File: config.mk
export PLATFORM = sky130hd
export DESIGN_NAME = iqcap_ddr_packer
export DESIGN_NICKNAME = d
export VERILOG_FILES = /design/src/rtl/iqcap_pkg.sv /design/src/rtl/iqcap_ddr_front.sv /design/src/rtl/iqcap_packer.sv /design/src/rtl/iqcap_fifo.sv /design/src/rtl/iqcap_ddr_packer.sv
export SDC_FILE = /design/constraint.sdc
export NUM_CORES = 1
export LEC_CHECK = 0
export CORE_ASPECT_RATIO = 1.4
export CORE_MARGIN = 2
export CORE_UTILIZATION = 40
export CTS_CLUSTER_SIZE = 20
export DETAILED_ROUTE_END_ITERATION = 10
export HOLD_SLACK_MARGIN = 0.15
export PLACE_DENSITY = 0.54
export SYNTH_ARGS = -nofsm -noshare
export SYNTH_HDL_FRONTEND = slang
export SYNTH_HIERARCHICAL = 1
export SYNTH_SLANG_ARGS = --single-unit
File: constraint.sdc
create_clock -name clk -period 16 [get_ports clk]
set_clock_uncertainty 0.05 [all_clocks]
set_input_delay 2.4 -clock clk [delete_from_list [all_inputs] [get_ports clk]]
set_output_delay 2.4 -clock clk [all_outputs]
set_load 0.01 [all_outputs]
File: src/rtl/iqcap_pkg.sv
package iqcap_pkg;

    localparam int HALF_W         = 2;
    localparam int SAMP_W         = 2 * HALF_W;
    localparam int PAIR_W         = 2 * SAMP_W;
    localparam int PAIRS_PER_WORD = 4;
    localparam int WORD_W         = PAIR_W * PAIRS_PER_WORD;
    localparam int SLOT_W         = $clog2(PAIRS_PER_WORD);

    typedef struct packed {
        logic [SAMP_W-1:0] i;
        logic [SAMP_W-1:0] q;
    } iq_pair_t;

    typedef struct packed {
        logic              last;
        logic [WORD_W-1:0] data;
    } stream_word_t;

    // Early (rising-edge) halves are the upper bits of each sample.
    function automatic iq_pair_t join_halves(
        input logic [HALF_W-1:0] early_i,
        input logic [HALF_W-1:0] early_q,
        input logic [HALF_W-1:0] late_i,
        input logic [HALF_W-1:0] late_q
    );
        iq_pair_t p;
        p.i = {early_i, late_i};
        p.q = {early_q, late_q};
        return p;
    endfunction

    function automatic logic [WORD_W-1:0] place_pair(
        input logic [WORD_W-1:0] acc,
        input iq_pair_t          p,
        input logic [SLOT_W-1:0] slot
    );
        logic [WORD_W-1:0] widened;
        widened = {{(WORD_W-PAIR_W){1'b0}}, p};
        return acc | (widened << (PAIR_W * int'(slot)));
    endfunction

endpackage

File: src/rtl/iqcap_ddr_front.sv
module iqcap_ddr_front
    import iqcap_pkg::*;
(
    input  logic              clk,
    input  logic              rst,
    input  logic [HALF_W-1:0] rx_i,
    input  logic [HALF_W-1:0] rx_q,
    output iq_pair_t          pair,
    output logic              pair_vld
);

    logic [HALF_W-1:0] rise_i, rise_q;
    logic [HALF_W-1:0] fall_i, fall_q;
    logic              primed;

    // Rising-edge capture: upper half of the current sample.
    always_ff @(posedge clk) begin
        rise_i <= rx_i;
        rise_q <= rx_q;
    end

    // Falling-edge capture: lower half, taken mid-cycle.
    always_ff @(negedge clk) begin
        fall_i <= rx_i;
        fall_q <= rx_q;
    end

    // Join the halves from the previous cycle at the next rising edge.
    always_ff @(posedge clk) begin
        if (rst) begin
            primed   <= 1'b0;
            pair_vld <= 1'b0;
            pair     <= '0;
        end else begin
            primed   <= 1'b1;
            pair_vld <= primed;
            pair     <= join_halves(rise_i, rise_q, fall_i, fall_q);
        end
    end

    p_pair_steady_r2: assert property (@(posedge clk) disable iff (rst)
        pair_vld |=> pair_vld);

endmodule

File: src/rtl/iqcap_packer.sv
module iqcap_packer
    import iqcap_pkg::*;
(
    input  logic         clk,
    input  logic         rst,
    input  logic         en,
    input  iq_pair_t     pair,
    input  logic         pair_vld,
    output logic         word_vld,
    output stream_word_t word
);

    logic [SLOT_W-1:0] slot;
    logic [WORD_W-1:0] acc;
    logic [WORD_W-1:0] placed;
    logic              take;
    logic              at_end;
    logic              flush;

    always_comb begin
        take   = en && pair_vld;
        placed = place_pair(acc, pair, slot);
        at_end = (slot == SLOT_W'(PAIRS_PER_WORD - 1));
        flush  = !en && (slot != '0);
    end

    always_ff @(posedge clk) begin
        if (rst) begin
            slot     <= '0;
            acc      <= '0;
            word_vld <= 1'b0;
            word     <= '0;
        end else begin
            word_vld <= 1'b0;
            if (take) begin
                if (at_end) begin
                    word_vld  <= 1'b1;
                    word.data <= placed;
                    word.last <= 1'b0;
                    acc       <= '0;
                    slot      <= '0;
                end else begin
                    acc  <= placed;
                    slot <= slot + 1'b1;
                end
            end else if (flush) begin
                word_vld  <= 1'b1;
                word.data <= acc;
                word.last <= 1'b1;
                acc       <= '0;
                slot      <= '0;
            end
        end
    end

    p_idle_slot_r5: assert property (@(posedge clk) disable iff (rst)
        !en |=> (slot == '0));

    p_flush_last_r6: assert property (@(posedge clk) disable iff (rst)
        (word_vld && word.last) |-> !$past(en));

    p_full_word_r4: assert property (@(posedge clk) disable iff (rst)
        (word_vld && !word.last) |-> ($past(en) && $past(slot) == SLOT_W'(PAIRS_PER_WORD - 1)));

endmodule

File: src/rtl/iqcap_fifo.sv
module iqcap_fifo
    import iqcap_pkg::*;
#(
    parameter int DEPTH = 16
) (
    input  logic              clk,
    input  logic              rst,
    input  logic              in_vld,
    input  stream_word_t      in_word,
    input  logic              ovf_clr,
    output logic              tvalid,
    input  logic              tready,
    output logic [WORD_W-1:0] tdata,
    output logic              tlast,
    output logic              ovf
);

    localparam int AW = $clog2(DEPTH);

    stream_word_t      mem [DEPTH];
    logic [AW:0]       wr_ptr, rd_ptr;
    logic [AW:0]       fill;
    logic              full, push, pop, drop;
    stream_word_t      head;

    always_comb begin
        fill   = wr_ptr - rd_ptr;
        full   = (fill == (AW+1)'(DEPTH));
        tvalid = (wr_ptr != rd_ptr);
        push   = in_vld && !full;
        drop   = in_vld && full;
        pop    = tvalid && tready;
        head   = mem[rd_ptr[AW-1:0]];
        tdata  = head.data;
        tlast  = head.last;
    end

    always_ff @(posedge clk) begin
        if (push) mem[wr_ptr[AW-1:0]] <= in_word;
    end

    always_ff @(posedge clk) begin
        if (rst) begin
            wr_ptr <= '0;
            rd_ptr <= '0;
            ovf    <= 1'b0;
        end else begin
            if (push) wr_ptr <= wr_ptr + 1'b1;
            if (pop)  rd_ptr <= rd_ptr + 1'b1;
            if (drop)         ovf <= 1'b1;
            else if (ovf_clr) ovf <= 1'b0;
        end
    end

    p_hold_r7: assert property (@(posedge clk) disable iff (rst)
        (tvalid && !tready) |=> (tvalid && $stable(tdata) && $stable(tlast)));

    p_ovf_set_r8: assert property (@(posedge clk) disable iff (rst)
        (in_vld && full) |=> ovf);

    p_full_hold_r8: assert property (@(posedge clk) disable iff (rst)
        (full && !tready) |=> full);

    p_ovf_sticky_r9: assert property (@(posedge clk) disable iff (rst)
        (ovf && !ovf_clr) |=> ovf);

    p_ovf_clear_r9: assert property (@(posedge clk) disable iff (rst)
        (ovf_clr && !(in_vld && full)) |=> !ovf);

endmodule

File: src/rtl/iqcap_ddr_packer.sv
module iqcap_ddr_packer
    import iqcap_pkg::*;
#(
    parameter int FIFO_DEPTH = 16
) (
    input  logic              clk,
    input  logic              rst,
    input  logic              cap_en,
    input  logic [HALF_W-1:0] rx_i,
    input  logic [HALF_W-1:0] rx_q,
    input  logic              ovf_clr,
    output logic              m_tvalid,
    input  logic              m_tready,
    output logic [WORD_W-1:0] m_tdata,
    output logic              m_tlast,
    output logic              ovf_flag
);

    iq_pair_t     pair;
    logic         pair_vld;
    stream_word_t word;
    logic         word_vld;

    iqcap_ddr_front u_front (
        .clk      (clk),
        .rst      (rst),
        .rx_i     (rx_i),
        .rx_q     (rx_q),
        .pair     (pair),
        .pair_vld (pair_vld)
    );

    iqcap_packer u_pack (
        .clk      (clk),
        .rst      (rst),
        .en       (cap_en),
        .pair     (pair),
        .pair_vld (pair_vld),
        .word_vld (word_vld),
        .word     (word)
    );

    iqcap_fifo #(.DEPTH(FIFO_DEPTH)) u_fifo (
        .clk     (clk),
        .rst     (rst),
        .in_vld  (word_vld),
        .in_word (word),
        .ovf_clr (ovf_clr),
        .tvalid  (m_tvalid),
        .tready  (m_tready),
        .tdata   (m_tdata),
        .tlast   (m_tlast),
        .ovf     (ovf_flag)
    );

endmodule

==> qor.yml <==
status: "completed"
mostFrequentLayoutCells: "edfxtp_1 (528), mux4_2 (165), dfxtp_1 (97)"
grt_pass1_wl_mm: 74.8
synth_nets: 1091
critical_path_buf_inv_count: 1
clockRootBuffer: "clkbuf_16"
ant_nets: 0
cp_slowest_cell: "clkdlybuf4s50_1"
async_reset_ff_share_pct: 0
path_max_fanout: 2
fill_cells: 4773
cts_buffer_depth: 3
layout.nets: 1168
place_area_um2: 24600
grt_usage_pct: 16.9
synth_top_area_cell: "edfxtp_1"
diodes: 0
rows: 104
drv_cap: 0
hpwlAfterDp_mm: 24.9
htreeDepth: 2
port_buffers: 43
vias: 10600
drt_first_pass_iters: 5
mappedNetlistArea_um2: 23300
postSynthRegisterBits: 629
io_pins: 44
crit_path_start_kind: "primary input"
layoutNonFillerInstCount: 1938
leakagePower_nw: 8.51
die_area_um2: 60300
hold_ws_ns: 0.393
wl_per_cell_um: 26.0
synthDominantCellAreaShare_pct: 67.9
grt_start_max_net_pins: 59
drt-total-wl_mm: 50.4
die-width_um: 208
vias_per_cell: 5.46
clkTransAtPathRegs_ns: 0.06
critPathArrivalTime_ns: 2.82
drc: 0
synth_edf_count: 528
clkSinkCount: 629
core_um2: 57600
critPathCaptureType: "register"
slew-limit-headroom_pct: 38.1
hold_viol: 0
p_per_area_nw_per_um2: 120
antenna_found_initial: 0
worst_path_largest_cell_delay_ns: 0.42
final_common_cell: "edfxtp_1"
ctsResizeCount: 0
ir_worst_vdd_mv: 0.0858
yosysWarnings: 6
cts_buffers: 57
fin_setup_tns_ns: 0
grt-ovfl-total: 0
start_util_pct: 40.5
critical_path_required_ns: 8.44
setup_viol: 0
final_area_um2: 26600
finalMaxSlewViolations: 0
post-route-util_pct: 46.1
routabilityCongestion: 0.712
hold_buffers: 0
synthDistinctLibCells: 43
fp.dieH_um: 290
area_delta_synth_final_pct: 13.8
path_delay_family: "buffers and inverters"
clk_latency_ns: 0.61
ys_seq_area_share_pct: 76.6
path_cells: "clkdlybuf4s50_1"
cts_setup_buffers: 0
dp.cells: 1828
first_iter_violations: 919
synth_area_per_cell_um2: 21.8
path_class: "primary input to register"
worst_pin_slew_ns: 0.929
rsz0062_at_grt: "false"
drive_gt1_share_pct: 26.8
min_path_type: "register to register"
synth_ff_type: "edfxtp_1"
synthTopCellsByArea: "edfxtp_1 (68%), mux4_2 (16%), dfxtp_1 (8.7%)"
cts_tree: "done"
syn-instance-count: 1071
grt_pass1_vias: 11200
## Yosys cell counts, types with 2 or more instances
cell       number
edfxtp_1      528
mux4_2        165
dfxtp_1       101
nor2_1         41
a21oi_1        40
o2bb2ai_1      32
clkbuf_1       18
nor2b_1        16
and3_1         14
buf_6          14
buf_2          13
ha_1           11
inv_1          11
buf_1          10
nor2_2          7
nand3_1         5
xnor2_1         5
nand2_1         4
o21ai_0         3
and2_1          2
and4_1          2
and4b_1         2
mux2_2          2
nand2b_1        2
nand4_1         2
nor4bb_1        2
o21a_1          2
or3_1           2
## path summary, 6_finish.rpt
check,startpoint,endpoint,slack [ns],cells after the start
max,rx_q[1],u_front/fall_q[1],5.62,1
min,u_front/primed,u_front/pair_vld,0.39,1
max reg2reg,u_front/fall_i[0],u_front/pair[4],7.39,1
min reg2reg,u_front/primed,u_front/pair_vld,0.39,1
## metrics by stage
step | worst slack (ns) | total power [mW]
CTS | 5.63 | 3.23
finish | 5.62 | 3.19
detailed placement | 5.00 | 1.84
global route | 5.63 | 3.29
floorplan | 5.45 | 1.83
global placement | 5.02 | 1.84
## metal layers
layer  routed length [µm]  vias up  global-route usage (%)  share of wire, %
li1                     -     4585                       -                 -
met1                21500     5744                    22.3                43
met2                26200      202                    30.0                52
met3                 1780       60                    2.20               3.5
met4                  859        0                    3.95               1.7
met5                    0        -                       0                 0
## where the power goes
part / switching (mW) / leakage [nW] / internal (mW)
clock network: 0.588 / 0.984 / 0.800
registers: 0.00666 / 5.78 / 1.75
logic: 0.0223 / 1.75 / 0.0234
## logic make-up after synthesis
kind of cell               share of synthesized area [%]
and+or+nand+nor                                     2.57
adders and majority gates                          0.589
muxes                                               16.1
buffers and inverters                               1.61
DFF                                                 76.6
AOI/OAI and AO/OA                                   2.38
xor gates and xnor gates                           0.225
## area by class of cell
class / instances / area [µm²] / share of cell area (%)
clock inverter: 33 / 282 / 1.06
clock buffer: 78 / 1660 / 6.25
timing repair buffer: 71 / 641 / 2.41
inverter: 10 / 37.5 / 0.141
tap: 742 / 928 / 3.49
multi-input combinational: 375 / 5130 / 19.3
sequential: 629 / 17900 / 67.3
## registers in the layout (all words and copies together), names as in the netlist, 2 cells and up, named ones only
signal / count
u_fifo/mem: 528
u_pack/word: 33
u_pack/acc: 32
u_front/pair: 8
u_fifo/rd_ptr: 5
u_fifo/wr_ptr: 5
u_front/fall_i: 2
u_front/fall_q: 2
u_front/rise_i: 2
u_front/rise_q: 2
u_pack/slot: 2
(Power assumes the default switching activity.)
